`src/rtl/ctl_pkg.sv`:
```
package ctl_pkg;
  localparam int ADDR_W  = 8;
  localparam int FRAME_W = 24;
  // address bit k = k-th bit sent
  localparam logic [ADDR_W-1:0] ADDR_BANK1 = 8'h28;
  localparam logic [ADDR_W-1:0] ADDR_BANK2 = 8'h29;
  localparam logic [ADDR_W-1:0] ADDR_READ  = 8'h2A;

  typedef struct packed {
    logic [3:0]  ref_sel;
    logic        xs;
    logic        cte;
    logic        dvs;
    logic        sns;
    logic [15:0] divisor;
  } bank1_t;

  typedef struct packed {
    logic [6:0] spare;
    logic [1:0] ul;
    logic [1:0] dz;
    logic [1:0] gate;
    logic [2:0] doc;
    logic [1:0] io_out;
    logic [3:0] bo;
    logic [1:0] io_dir;
  } bank2_t;

  localparam bank1_t BANK1_RST = '{ref_sel: 4'd0, xs: 1'b1, cte: 1'b0, dvs: 1'b0,
                                   sns: 1'b0, divisor: 16'd0};
  localparam bank2_t BANK2_RST = '0;

  typedef enum logic [2:0] {
    DOC_OPEN0  = 3'd0,
    DOC_UNLOCK = 3'd1,
    DOC_DONE   = 3'd2,
    DOC_PIN0   = 3'd5,
    DOC_PIN1   = 3'd6
  } doc_e;
endpackage

```
`src/rtl/pin_sync.sv`:
```
module pin_sync #(
  parameter int N      = 1,
  parameter int STAGES = 2
) (
  input  logic         clk_i,
  input  logic         rst_ni,
  input  logic [N-1:0] d_i,
  output logic [N-1:0] q_o,
  output logic [N-1:0] rise_o,
  output logic [N-1:0] fall_o
);
  logic [STAGES-1:0][N-1:0] stg_q;
  logic [N-1:0]             prev_q;

  always_ff @(posedge clk_i or negedge rst_ni) begin
    if (!rst_ni) stg_q[0] <= '0;
    else         stg_q[0] <= d_i;
  end

  for (genvar s = 1; s < STAGES; s++) begin : g_stage
    always_ff @(posedge clk_i or negedge rst_ni) begin
      if (!rst_ni) stg_q[s] <= '0;
      else         stg_q[s] <= stg_q[s-1];
    end
  end

  always_ff @(posedge clk_i or negedge rst_ni) begin
    if (!rst_ni) prev_q <= '0;
    else         prev_q <= stg_q[STAGES-1];
  end

  assign q_o    = stg_q[STAGES-1];
  assign rise_o = stg_q[STAGES-1] & ~prev_q;
  assign fall_o = ~stg_q[STAGES-1] & prev_q;
endmodule

```
`src/rtl/frame_rx.sv`:
```
module frame_rx
  import ctl_pkg::*;
#(
  parameter int STAT_W = 24,
  localparam int TOT_W = ADDR_W + FRAME_W,
  localparam int CNT_W = $clog2(TOT_W + 1) + 1
) (
  input  logic               clk_i,
  input  logic               rst_ni,
  input  logic               ce_i,
  input  logic               ce_rise_i,
  input  logic               ce_fall_i,
  input  logic               sck_rise_i,
  input  logic               sck_fall_i,
  input  logic               sdi_i,
  input  logic [STAT_W-1:0]  status_i,
  output logic [FRAME_W-1:0] frame_o,
  output logic [ADDR_W-1:0]  addr_o,
  output logic [CNT_W-1:0]   bit_cnt_o,
  output logic               out_active_o,
  output logic               out_bit_o,
  output logic               wr1_o,
  output logic               wr2_o
);
  logic [CNT_W-1:0]   cnt_q;
  logic [ADDR_W-1:0]  addr_q;
  logic [FRAME_W-1:0] frame_q;
  logic [STAT_W-1:0]  out_sr_q;
  logic               out_act_q;
  logic [ADDR_W-1:0]  addr_nxt;

  assign addr_nxt = {sdi_i, addr_q[ADDR_W-1:1]};

  always_ff @(posedge clk_i or negedge rst_ni) begin
    if (!rst_ni) begin
      cnt_q     <= '0;
      addr_q    <= '0;
      frame_q   <= '0;
      out_sr_q  <= '0;
      out_act_q <= 1'b0;
    end else if (ce_rise_i) begin
      cnt_q     <= '0;
      out_act_q <= 1'b0;
    end else if (ce_fall_i) begin
      out_act_q <= 1'b0;
    end else if (ce_i && sck_rise_i) begin
      if (cnt_q != '1) cnt_q <= cnt_q + 1'b1;
      if (cnt_q < CNT_W'(ADDR_W)) addr_q <= addr_nxt;
      else if (cnt_q < CNT_W'(TOT_W)) frame_q <= {sdi_i, frame_q[FRAME_W-1:1]};
      if (cnt_q == CNT_W'(ADDR_W - 1) && addr_nxt == ADDR_READ) begin
        out_act_q <= 1'b1;
        out_sr_q  <= status_i;
      end
    end else if (ce_i && sck_fall_i && out_act_q && cnt_q > CNT_W'(ADDR_W)) begin
      out_sr_q <= {out_sr_q[STAT_W-2:0], 1'b0};
    end
  end

  assign frame_o      = frame_q;
  assign addr_o       = addr_q;
  assign bit_cnt_o    = cnt_q;
  assign out_active_o = out_act_q;
  assign out_bit_o    = out_sr_q[STAT_W-1];
  assign wr1_o = ce_fall_i && cnt_q == CNT_W'(TOT_W) && addr_q == ADDR_BANK1;
  assign wr2_o = ce_fall_i && cnt_q == CNT_W'(TOT_W) && addr_q == ADDR_BANK2;
endmodule

```
`src/rtl/reg_banks.sv`:
```
module reg_banks
  import ctl_pkg::*;
(
  input  logic               clk_i,
  input  logic               rst_ni,
  input  logic               wr1_i,
  input  logic               wr2_i,
  input  logic [FRAME_W-1:0] frame_i,
  output bank1_t             bank1_o,
  output bank2_t             bank2_o
);
  always_ff @(posedge clk_i or negedge rst_ni) begin
    if (!rst_ni) begin
      bank1_o <= BANK1_RST;
      bank2_o <= BANK2_RST;
    end else begin
      if (wr1_i) bank1_o <= bank1_t'(frame_i);
      if (wr2_i) bank2_o <= bank2_t'(frame_i);
    end
  end
endmodule

```
`src/rtl/do_mux.sv`:
```
module do_mux
  import ctl_pkg::*;
(
  input  logic       ce_i,
  input  logic       out_active_i,
  input  logic       out_bit_i,
  input  logic [2:0] doc_i,
  input  logic       unlock_i,
  input  logic       done_i,
  input  logic [1:0] pin_i,
  input  logic [1:0] dir_i,
  output logic       do_low_o
);
  always_comb begin
    do_low_o = 1'b0;
    if (ce_i) begin
      if (out_active_i) do_low_o = ~out_bit_i;
    end else begin
      unique case (doc_i)
        DOC_UNLOCK: do_low_o = unlock_i;
        DOC_DONE:   do_low_o = done_i;
        DOC_PIN0:   do_low_o = ~dir_i[0] & ~pin_i[0];
        DOC_PIN1:   do_low_o = ~dir_i[1] & ~pin_i[1];
        default:    do_low_o = 1'b0;
      endcase
    end
  end
endmodule

```
`src/rtl/serial_ctl_if.sv`:
```
module serial_ctl_if
  import ctl_pkg::*;
#(
  parameter int STAT_W = 24
) (
  input  logic              clk_i,
  input  logic              rst_ni,
  input  logic              ce_i,
  input  logic              sck_i,
  input  logic              sdi_i,
  input  logic [1:0]        io_pin_i,
  input  logic              unlock_i,
  input  logic              cnt_done_i,
  input  logic [STAT_W-1:0] status_i,
  output logic [15:0]       divisor_o,
  output logic              sns_o,
  output logic              dvs_o,
  output logic              cte_o,
  output logic              xtal_sel_o,
  output logic [3:0]        ref_sel_o,
  output logic [1:0]        io_dir_o,
  output logic [3:0]        bo_low_o,
  output logic [1:0]        io_low_o,
  output logic [1:0]        gate_sel_o,
  output logic [1:0]        dz_sel_o,
  output logic [1:0]        ul_sel_o,
  output logic              do_low_o
);
  localparam int NSYNC = 5;
  localparam int CNT_W = $clog2(ADDR_W + FRAME_W + 1) + 1;

  logic [NSYNC-1:0] pin_q, pin_rise, pin_fall;
  logic             ce_s, ce_rise, ce_fall, sck_rise, sck_fall, sdi_s;
  logic [1:0]       io_pin_s;

  pin_sync #(.N(NSYNC), .STAGES(2)) u_sync (
    .clk_i  (clk_i),
    .rst_ni (rst_ni),
    .d_i    ({io_pin_i, sdi_i, sck_i, ce_i}),
    .q_o    (pin_q),
    .rise_o (pin_rise),
    .fall_o (pin_fall)
  );

  assign ce_s     = pin_q[0];
  assign ce_rise  = pin_rise[0];
  assign ce_fall  = pin_fall[0];
  assign sck_rise = pin_rise[1];
  assign sck_fall = pin_fall[1];
  assign sdi_s    = pin_q[2];
  assign io_pin_s = pin_q[4:3];

  logic [FRAME_W-1:0] frame;
  logic [ADDR_W-1:0]  addr;
  logic [CNT_W-1:0]   bit_cnt;
  logic               out_active, out_bit, wr1, wr2;

  frame_rx #(.STAT_W(STAT_W)) u_rx (
    .clk_i        (clk_i),
    .rst_ni       (rst_ni),
    .ce_i         (ce_s),
    .ce_rise_i    (ce_rise),
    .ce_fall_i    (ce_fall),
    .sck_rise_i   (sck_rise),
    .sck_fall_i   (sck_fall),
    .sdi_i        (sdi_s),
    .status_i     (status_i),
    .frame_o      (frame),
    .addr_o       (addr),
    .bit_cnt_o    (bit_cnt),
    .out_active_o (out_active),
    .out_bit_o    (out_bit),
    .wr1_o        (wr1),
    .wr2_o        (wr2)
  );

  bank1_t bank1_q;
  bank2_t bank2_q;

  reg_banks u_banks (
    .clk_i   (clk_i),
    .rst_ni  (rst_ni),
    .wr1_i   (wr1),
    .wr2_i   (wr2),
    .frame_i (frame),
    .bank1_o (bank1_q),
    .bank2_o (bank2_q)
  );

  do_mux u_do (
    .ce_i         (ce_s),
    .out_active_i (out_active),
    .out_bit_i    (out_bit),
    .doc_i        (bank2_q.doc),
    .unlock_i     (unlock_i),
    .done_i       (cnt_done_i),
    .pin_i        (io_pin_s),
    .dir_i        (bank2_q.io_dir),
    .do_low_o     (do_low_o)
  );

  assign divisor_o  = bank1_q.divisor;
  assign sns_o      = bank1_q.sns;
  assign dvs_o      = bank1_q.dvs;
  assign cte_o      = bank1_q.cte;
  assign xtal_sel_o = bank1_q.xs;
  assign ref_sel_o  = bank1_q.ref_sel;
  assign io_dir_o   = bank2_q.io_dir;
  assign bo_low_o   = bank2_q.bo;
  assign io_low_o   = bank2_q.io_dir & bank2_q.io_out;
  assign gate_sel_o = bank2_q.gate;
  assign dz_sel_o   = bank2_q.dz;
  assign ul_sel_o   = bank2_q.ul;
endmodule

```
`config.mk`:
```
export PLATFORM = sky130hd
export DESIGN_NAME = serial_ctl_if
export DESIGN_NICKNAME = d
export VERILOG_FILES = /design/src/rtl/ctl_pkg.sv /design/src/rtl/pin_sync.sv /design/src/rtl/frame_rx.sv /design/src/rtl/reg_banks.sv /design/src/rtl/do_mux.sv /design/src/rtl/serial_ctl_if.sv
export SDC_FILE = /design/constraint.sdc
export NUM_CORES = 1
export LEC_CHECK = 0
export BUFFER_PORTS_ARGS = -buffer_cell sky130_fd_sc_hd__buf_2
export CAP_MARGIN = 25
export CORE_MARGIN = 4
export CORE_UTILIZATION = 55
export DETAILED_ROUTE_END_ITERATION = 8
export PLACE_DENSITY = 0.77
export SYNTH_ARGS = -nofsm -noshare
export SYNTH_HDL_FRONTEND = slang
export SYNTH_SLANG_ARGS = --single-unit
```
`constraint.sdc`:
```
create_clock -name clk_i -period 5.12 [get_ports clk_i]
set_input_delay 0.512 -clock clk_i [delete_from_list [all_inputs] [get_ports clk_i]]
set_output_delay 0.512 -clock clk_i [all_outputs]
set_load 0.03 [all_outputs]
```
==> results of run 1 <==
-- sequential cells by signal, summed over array words and instances, names as in the netlist --
register,cells
u_banks.bank1_o,24
u_banks.bank2_o,17
u_rx.addr_o,8
u_rx.bit_cnt_o,7
u_rx.frame_o,24
u_rx.out_active_o,1
u_rx.out_sr_q,24
u_sync.prev_q,2
u_sync.q_o,5
u_sync.stg_q,5
-- metal layers --
| layer | vias up | GRT usage, % |
|---|---|---|
| met3 | 16 | 5.76 |
| li1 | 1484 | - |
| met5 | - | 0 |
| met4 | 0 | 6.19 |
| met2 | 78 | 29.1 |
| met1 | 1586 | 23.7 |
-- area by class of cell --
cell class,count,area [µm²]
fillers,640,3050
flip-flops and latches,117,2930
multi-input cells,242,2040
clock buffers,24,480
repair buffers,77,433
well taps,129,161
clock inverters,8,123
inverters,6,22.5
-- power by group --
group | internal [mW] | total [mW] | switching, mW | leakage, nW
Combinational | 0.0495 | 0.104 | 0.0549 | 1.40
Sequential | 0.951 | 0.977 | 0.0261 | 1.48
Clock | 0.792 | 1.19 | 0.393 | 0.299
Total | 1.79 | 2.27 | 0.474 | 3.17
-- Yosys cell counts (2+ instances only) --
| cell | instances |
|---|---|
| sky130_fd_sc_hd__dfrtp_1 | 116 |
| sky130_fd_sc_hd__nand2_1 | 78 |
| sky130_fd_sc_hd__mux2_2 | 77 |
| sky130_fd_sc_hd__mux2_4 | 20 |
| sky130_fd_sc_hd__buf_4 | 12 |
| sky130_fd_sc_hd__ha_1 | 7 |
| sky130_fd_sc_hd__nor2_1 | 7 |
| sky130_fd_sc_hd__clkbuf_1 | 6 |
| sky130_fd_sc_hd__inv_1 | 6 |
| sky130_fd_sc_hd__buf_2 | 4 |
| sky130_fd_sc_hd__buf_6 | 4 |
| sky130_fd_sc_hd__o21ai_0 | 4 |
| sky130_fd_sc_hd__a31oi_1 | 3 |
| sky130_fd_sc_hd__and2_1 | 3 |
| sky130_fd_sc_hd__nand3_1 | 3 |
| sky130_fd_sc_hd__nand4_1 | 3 |
| sky130_fd_sc_hd__a41oi_1 | 2 |
| sky130_fd_sc_hd__and3_2 | 2 |
| sky130_fd_sc_hd__buf_12 | 2 |
| sky130_fd_sc_hd__nand4b_1 | 2 |
| sky130_fd_sc_hd__nor2_4 | 2 |
| sky130_fd_sc_hd__nor3_1 | 2 |
-- what timing repair did --
action,in CTS,in global routing
setup endpoints to repair,0,0
endpoints found under the hold margin,0,27
hold buffers,0,1
-- worst register-to-register path, delay by kind of cell (launching register included) --
family | cells | cell delay, ns
buffers and inverters | 1 | 0.09
muxes | 1 | 0.43
adders and majority gates | 1 | 0.20
AOI/OAI and AO/OA | 2 | 1.12
DFF | 1 | 0.44
and+or+nand+nor | 2 | 0.18
-- through the flow --
stage,cells,worst slack (ns),hold WS (ns),util (%)
final,603,2.55,0.112,67.0
after global routing,603,2.45,0.0852,67.0
after CTS,600,2.53,0.0899,66.4
after detailed placement,568,2.55,0.340,59.9
after global placement,568,2.62,0.333,59.9
after floorplan,393,3.15,0.216,-
-- path summary, 6_finish.rpt --
kind / start / endpoint / cells past startpoint
setup reg to reg: u_rx.bit_cnt_o[0]$_DFFE_PN0P_ / u_rx.out_sr_q[3]$_DFFE_PN0P_ / 7
hold / removal: io_pin_i[0] / u_sync.stg_q[3]$_DFF_PN0_ / 1
hold reg to reg: u_sync.stg_q[1]$_DFF_PN0_ / u_sync.q_o[1]$_DFF_PN0_ / 0
min in group asynchronous: rst_ni / u_sync.stg_q[4]$_DFF_PN0_ / 2
max in group asynchronous: rst_ni / u_banks.bank2_o[14]$_DFFE_PN0P_ / 3
setup / recovery: u_rx.bit_cnt_o[0]$_DFFE_PN0P_ / u_rx.out_sr_q[3]$_DFFE_PN0P_ / 7
-- cells in the final DEF, fill, tap and decap left out, types with 2 or more instances in the layout --
| master | count |
|---|---|
| sky130_fd_sc_hd__a41oi_1 | 2 |
| sky130_fd_sc_hd__clkbuf_16 | 16 |
| sky130_fd_sc_hd__and3_2 | 2 |
| sky130_fd_sc_hd__nor2_4 | 2 |
| sky130_fd_sc_hd__dfrtp_1 | 116 |
| sky130_fd_sc_hd__mux2_4 | 20 |
| sky130_fd_sc_hd__nand2_1 | 78 |
| sky130_fd_sc_hd__buf_2 | 70 |
| sky130_fd_sc_hd__clkinv_2 | 3 |
| sky130_fd_sc_hd__clkbuf_1 | 3 |
| sky130_fd_sc_hd__nand4b_1 | 2 |
| sky130_fd_sc_hd__buf_4 | 4 |
| sky130_fd_sc_hd__nand3_1 | 3 |
| sky130_fd_sc_hd__clkinv_4 | 2 |
| sky130_fd_sc_hd__nor3_1 | 2 |
| sky130_fd_sc_hd__inv_1 | 6 |
| sky130_fd_sc_hd__clkbuf_8 | 5 |
| sky130_fd_sc_hd__nand4_1 | 3 |
| sky130_fd_sc_hd__o21ai_0 | 4 |
| sky130_fd_sc_hd__nor2_1 | 7 |
| sky130_fd_sc_hd__mux2_2 | 77 |
| sky130_fd_sc_hd__and2_1 | 3 |
| sky130_fd_sc_hd__bufinv_16 | 3 |
| sky130_fd_sc_hd__a31oi_1 | 3 |
| sky130_fd_sc_hd__ha_1 | 7 |
-- logic make-up after synthesis --
logic type      count (synthesis)
mux                            97
simple gates                  115
flops                         117
fa+ha+maj                       7
buf+inv                        34
compound gates                 23
==> parameters.txt, run 1 <==
Parameter                              Value

Outcome
  Outcome    completed

Detailed routing
  Number of nets with antenna violations after detailed routing    0
  Number of search-and-repair iterations in the first detailed-routing pass    4
  Drt initial violations    150
  Detailed-route DRC error count    0
  Via count normalized by instance count    5.25
  DRT met1 WL    4.23 mm
  Routed Wire Length    approximately 9.5 mm
  Length of routed met2 wiring    approximately 4.7 mm
  DR top layer    met4
  Average wire length per cell after detail routing    15.7 µm
  Length of routed met3 wiring    454 µm
  Vias post-DR    around 3200

CTS
  Clock slew at the register clock pins of the worst setup and hold paths    0.06 ns
  Insertion delay of the later-clocked pin in the worst-skew pair    0.51 ns
  TritonCTS clock tree    yes
  Clock H-tree levels    4
  Clock buffers created by TritonCTS    17
  CTS Sinks    roughly 120
  Post-CTS setup buffers    0
  Number of gates resized after CTS    0
  Cell at the root of the clock tree    sky130_fd_sc_hd__clkbuf_8
  Maximum clock path buffer count    2

Global routing
  Total Routing Usage GR    18.3%
  Antenna violations before repair    0
  Total congestion overflow    0
  Via count of the first global-routing pass    roughly 3200
  First-pass GRT wire length    16.0 mm
  Largest net degree at the start of global routing    between 80 and 90

Setup path
  Register-to-register path setup slack    approximately 2.6 ns
  Type of origin of the critical path    flip-flop
  Maximum single-stage delay on the critical path    0.77 ns
  Crit path max-delay family    compound AO/OA/AOI/OAI gates
  Worst Setup Path Type    reg -> reg
  Required arrival time at the worst endpoint    5.51 ns
  Count of buffering cells on the critical path with inverters included    1
  Worst EP arrival    2.96 ns
  Critical-path maximum fanout    23
  Critical Path, Cell by Cell    inv_1, ha_1, nand2b_4, a2111oi_4, nor3_2, a21oi_4, mux2_2
  Slowest cell on the critical path    sky130_fd_sc_hd__a21oi_4
  Critical Path End Type    flip-flop

Timing
  Pins over their slew limit    0
  Setup tns final    0 ns
  Final count of hold timing violations    0
  Final critical path time including I/O delays and setup    2.57 ns
  Finish-stage setup viols    0
  Final worst-path cycle share    50.2%
  Unrepaired setup endpoints after global routing    no
  Worst-Margin Slew    approximately 1.0 ns
  Max transition margin    32.5%
  Clock skew    0.0101 ns
  Achievable frequency    between 300 and 400 MHz

Floorplan
  DIE HEIGHT    between 100 and 150 µm
  Area of the die    11100 µm²
  Die X-Extent    about 110 µm
  Rows    35
  Area of the placeable core    9240 µm²
  Initial core utilization    56.4%
  Ports placed on the boundary    72

Synthesis
  Synthesized-area fraction occupied by ao, oa, aoi and oai cells    4.20%
  Sequential fraction of the synthesis area    56.2%
  Number of enable flip-flop cells after synthesis    0
  Post-synth top area cell    sky130_fd_sc_hd__dfrtp_1
  Fraction of synthesized cell area taken by the top area cell type    between 50% and 60%
  Simple-gate share of the synthesized area    10.9%
  Primary flip-flop cell chosen by synthesis mapping    sky130_fd_sc_hd__dfrtp_1
  Post-synthesis async set-or-reset flop share    between 90% and 100%
  Synthesized flop and latch total    roughly 120
  Number of warnings reported in the yosys synthesis log    0
  Xor/xnor share of the synthesized area    0%
  Net Count, Synth    433
  Synthesized-area fraction occupied by adder cells    1.68%
  Syn Std Cell Area    5210 µm²
  Post-Synthesis Mean Instance Area    between 10 and 15 µm²
  Number of cells produced by synthesis    393
  Count of different cell masters after synthesis    50
  Post-synthesis mux area share    22.4%
  Combinational family with the most area after synthesis    multiplexers
  Biggest area contributors in the synthesized netlist    sky130_fd_sc_hd__dfrtp_1 (56%), sky130_fd_sc_hd__mux2_2 (17%), sky130_fd_sc_hd__mux2_4 (5.8%)

Power
  Pwr dens    366 nW/µm²
  Total design power    2.27 mW
  Highest ir drop seen on vdd    approximately 0.00019 V
  Static power due to leakage    3.17 nW

Run
  Max-cap violations    0

Cells and area
  Area growth from synthesis to layout    18.8%
  Fraction of final layout cells sized beyond drive strength 1    around 46%
  Area of all placed cells without fillers    between 6000 and 7000 µm²
  Ant diodes    0
  NumNets Final    approximately 500

Placement
  Final weighted congestion of routability-driven global placement    between 0.7 and 0.8
  Port Buffers    71
  Cell area after placement    5540 µm²
  Half-perimeter wire length after placement    6.02 mm

Worst hold path
  Worst min-delay path class    in -> reg
(Power assumes the default switching activity.)
==> run 2: changes to the inputs <==
Settings changed: CORE_UTILIZATION 55 to 52, PLACE_DENSITY 0.77 to 0.76.
Clock period 5.12 ns to 2.3 ns, I/O delays scaled along.
==> run 2 against run 1 <==
  * Die area grew 5.3%
  * Combinational power rose by 130%
  * Clock skew grew 0.00055 ns
  * Clock power rose by 130%
  * Count of clock-buffer cells in the layout shrank 5
  * First-iteration DRC count is the same
  * Via count decreased by 0.57%
  * Non-clock buffer count increased by 10
  * Worst setup slack worse by 2.4 ns
  * Global-route usage fell by 0.27 points
  * Hold slack lost 0.069 ns
  * Largest cell class unchanged
==> parameters.txt, run 2 (synthesis gave the netlist of run 1 again) <==
Parameter                              Value

Timing
  Final worst-path cycle share    between 90% and 100%
  Final critical path time including I/O delays and setup    2.17 ns
  Achievable frequency    461 MHz
  Final count of hold timing violations    0 (unchanged)
  Worst hold slack across all endpoints    0.0428 ns (was 0.112 ns)
  Setup tns final    0 ns (unchanged)
  Max transition margin    69.3% (was 32.5%)
  Unrepaired setup endpoints after global routing    no (unchanged)
  Worst-Margin Slew    0.460 ns (was 1.01 ns)
  Clock skew    0.0107 ns (was 0.0101 ns)
  Pins over their slew limit    0 (unchanged)
  Finish-stage setup viols    0 (unchanged)

Setup path
  Critical-path maximum fanout    3 (was 23)
  Worst EP arrival    1.94 ns (was 2.96 ns)
  Critical Path End Type    primary output (was flip-flop)
  Critical Path Source    u_banks.bank2_o[9]$_DFFE_PN0P_ (was u_rx.bit_cnt_o[0]$_DFFE_PN0P_)
  Cell count of the worst reg-to-reg path    6 (was 7)
  Worst Setup Path Type    reg -> out (was reg -> reg)
  Register-to-register path setup slack    0.22 ns (was 2.55 ns)
  Required arrival time at the worst endpoint    2.07 ns (was 5.51 ns)
  Type of origin of the critical path    flip-flop (unchanged)
  CP endpoint    do_low_o (was u_rx.out_sr_q[3]$_DFFE_PN0P_)
  R2R Path End    u_rx.addr_o[0]$_DFFE_PN0P_ (was u_rx.out_sr_q[3]$_DFFE_PN0P_)
  Reg-to-reg critical path startpoint    u_sync.q_o[0]$_DFF_PN0_ (was u_rx.bit_cnt_o[0]$_DFFE_PN0P_)

Detailed routing
  Average wire length per cell after detail routing    15.4 µm (was 15.7 µm)
  Drt initial violations    150 (unchanged)
  Vias post-DR    3146 (was 3164)
  Routed Wire Length    9.49 mm (was 9.48 mm)
  Via count normalized by instance count    5.10 (was 5.25)
  Number of search-and-repair iterations in the first detailed-routing pass    4 (unchanged)
  Number of nets with antenna violations after detailed routing    0 (unchanged)
  Detailed-route DRC error count    0 (unchanged)

Floorplan
  Die X-Extent    108 µm (was 105 µm)
  Rows    36 (was 35)
  DIE HEIGHT    108 µm (was 105 µm)
  Area of the placeable core    9770 µm² (was 9240 µm²)
  Initial core utilization    53.3% (was 56.4%)
  Area of the die    11700 µm² (was 11100 µm²)
  Ports placed on the boundary    72 (unchanged)

CTS
  Clock H-tree levels    4 (unchanged)
  CTS Sinks    117 (unchanged)
  Post-CTS setup buffers    0 (unchanged)
  Clock slew at the register clock pins of the worst setup and hold paths    0.06 ns (about the same)
  Cell at the root of the clock tree    sky130_fd_sc_hd__clkbuf_8 (unchanged)
  TritonCTS clock tree    yes (unchanged)
  Maximum clock path buffer count    2 (unchanged)
  Clock buffers created by TritonCTS    17 (unchanged)
  Insertion delay of the later-clocked pin in the worst-skew pair    0.51 ns (about the same)

Placement
  Port Buffers    71 (unchanged)
  Half-perimeter wire length after placement    6.12 mm (was 6.02 mm)
  Final weighted congestion of routability-driven global placement    0.840 (was 0.795)
  Cell area after placement    5630 µm² (was 5540 µm²)

Global routing
  Total congestion overflow    0 (unchanged)
  First-pass GRT wire length    16.4 mm (was 16.0 mm)
  Largest net degree at the start of global routing    62 (was 85)
  Via count of the first global-routing pass    3325 (was 3198)
  Antenna violations before repair    0 (unchanged)
  Total Routing Usage GR    18.0% (was 18.3%)

Cells and area
  Most frequent cells in the layout    sky130_fd_sc_hd__dfrtp_1 (116), sky130_fd_sc_hd__nand2_1 (78), sky130_fd_sc_hd__mux2_2 (77) (unchanged)
  Area of all placed cells without fillers    6330 µm² (was 6190 µm²)
  Sequential cell area    2930 µm² (unchanged)
  Fill cell instance count of the final layout    723 (was 640)
  Most common cell after layout, fill and taps aside    sky130_fd_sc_hd__dfrtp_1 (unchanged)
  Combined area of the multi-input logic cells    2050 µm² (was 2040 µm²)
  NumNets Final    511 (was 501)
  Ant diodes    0 (unchanged)
  Area growth from synthesis to layout    21.4% (was 18.8%)
  Fraction of final layout cells sized beyond drive strength 1    46.9% (was 46.2%)

Power
  Pwr dens    819 nW/µm² (was 366 nW/µm²)
  Static power due to leakage    3.23 nW (was 3.17 nW)
  Highest ir drop seen on vdd    0.000409 V (was 0.000192 V)

Worst hold path
  Cell depth of the worst min-delay path    4 (was 1)
  Worst min-delay path class    in -> reg (unchanged)
  Min-Delay Startpoint    status_i[15] (was io_pin_i[0])

Outcome
  Outcome    completed (unchanged)

Run
  Max-cap violations    0 (unchanged)
[run 2: cell count changes in the layout (fill, tap and decap cells not counted), moves of 2 or more]
cell,delta
sky130_fd_sc_hd__clkbuf_1,-2
sky130_fd_sc_hd__buf_4,+5
sky130_fd_sc_hd__clkbuf_8,-3
sky130_fd_sc_hd__clkinv_2,-3
sky130_fd_sc_hd__inv_6,+3
sky130_fd_sc_hd__clkinv_4,+3
sky130_fd_sc_hd__dlygate4sd3_1,+5
sky130_fd_sc_hd__buf_12,+3
[run 2: how the worst min path moves through the flow]
stage	slack [ns]	endpoint
floorplan	-0.07	u_banks.bank1_o[0]$_DFFE_PN0P_
global placement	0.20	u_sync.stg_q[3]$_DFF_PN0_
detailed placement	0.20	u_sync.q_o[4]$_DFF_PN0_
CTS	0.02	u_rx.out_sr_q[15]$_DFFE_PN0P_
global route	0.03	u_rx.out_sr_q[14]$_DFFE_PN0P_
finish	0.04	u_rx.out_sr_q[15]$_DFFE_PN0P_
[run 2: cell type report]
cell class | count | area share, %
Sequential cell | 117 | 46.3
Multi-Input combinational cell | 242 | 32.4
Timing Repair Buffer | 87 | 8.42
Clock buffer | 19 | 6.82
Clock inverter | 13 | 3.12
Tap cell | 133 | 2.63
Inverter | 6 | 0.356
[run 2: report_power, final]
group          leakage (nW)  internal [mW]  total (mW)  switching [mW]
registers              1.48           2.12        2.18          0.0615
clock network         0.304           1.81        2.77           0.962
logic                  1.45          0.115       0.236           0.120
total                  3.23           4.04        5.18            1.14
[run 2: per-stage QoR]
step	instances	power [mW]	util [%]	setup slack [ns]
after floorplan	393	2.33	-	0.343
final	617	5.18	64.8	0.129
after global placement	579	2.43	57.6	0.286
after CTS	617	5.24	64.7	0.0139
after global routing	617	5.38	64.8	0.0108
after detailed placement	579	2.44	57.6	0.235
[run 2: what timing repair did]
| item | CTS | global route |
|---|---|---|
| resized for setup | 0 | 3 |
| endpoints found under the hold margin | 35 | 0 |
| endpoints found under the setup margin | 0 | 1 |
| hold buffers | 6 | 0 |
[run 2: per-layer routing]
layer  share of wire (%)  up-vias  track usage [%]
li1                    -     1512                -
met1                  45     1547             23.6
met2                  50       75             28.7
met3                 4.5       12             4.96
met4                 1.3        0             6.76
met5                   0        -                0
[run 2: critical path, stage by stage, from the launching register on]
cell	delay [ns]
sky130_fd_sc_hd__dfrtp_1	0.40
sky130_fd_sc_hd__inv_1	0.07
sky130_fd_sc_hd__ha_1	0.16
sky130_fd_sc_hd__a221oi_1	0.08
sky130_fd_sc_hd__a311o_1	0.38
sky130_fd_sc_hd__o22ai_2	0.17
sky130_fd_sc_hd__buf_4	0.18
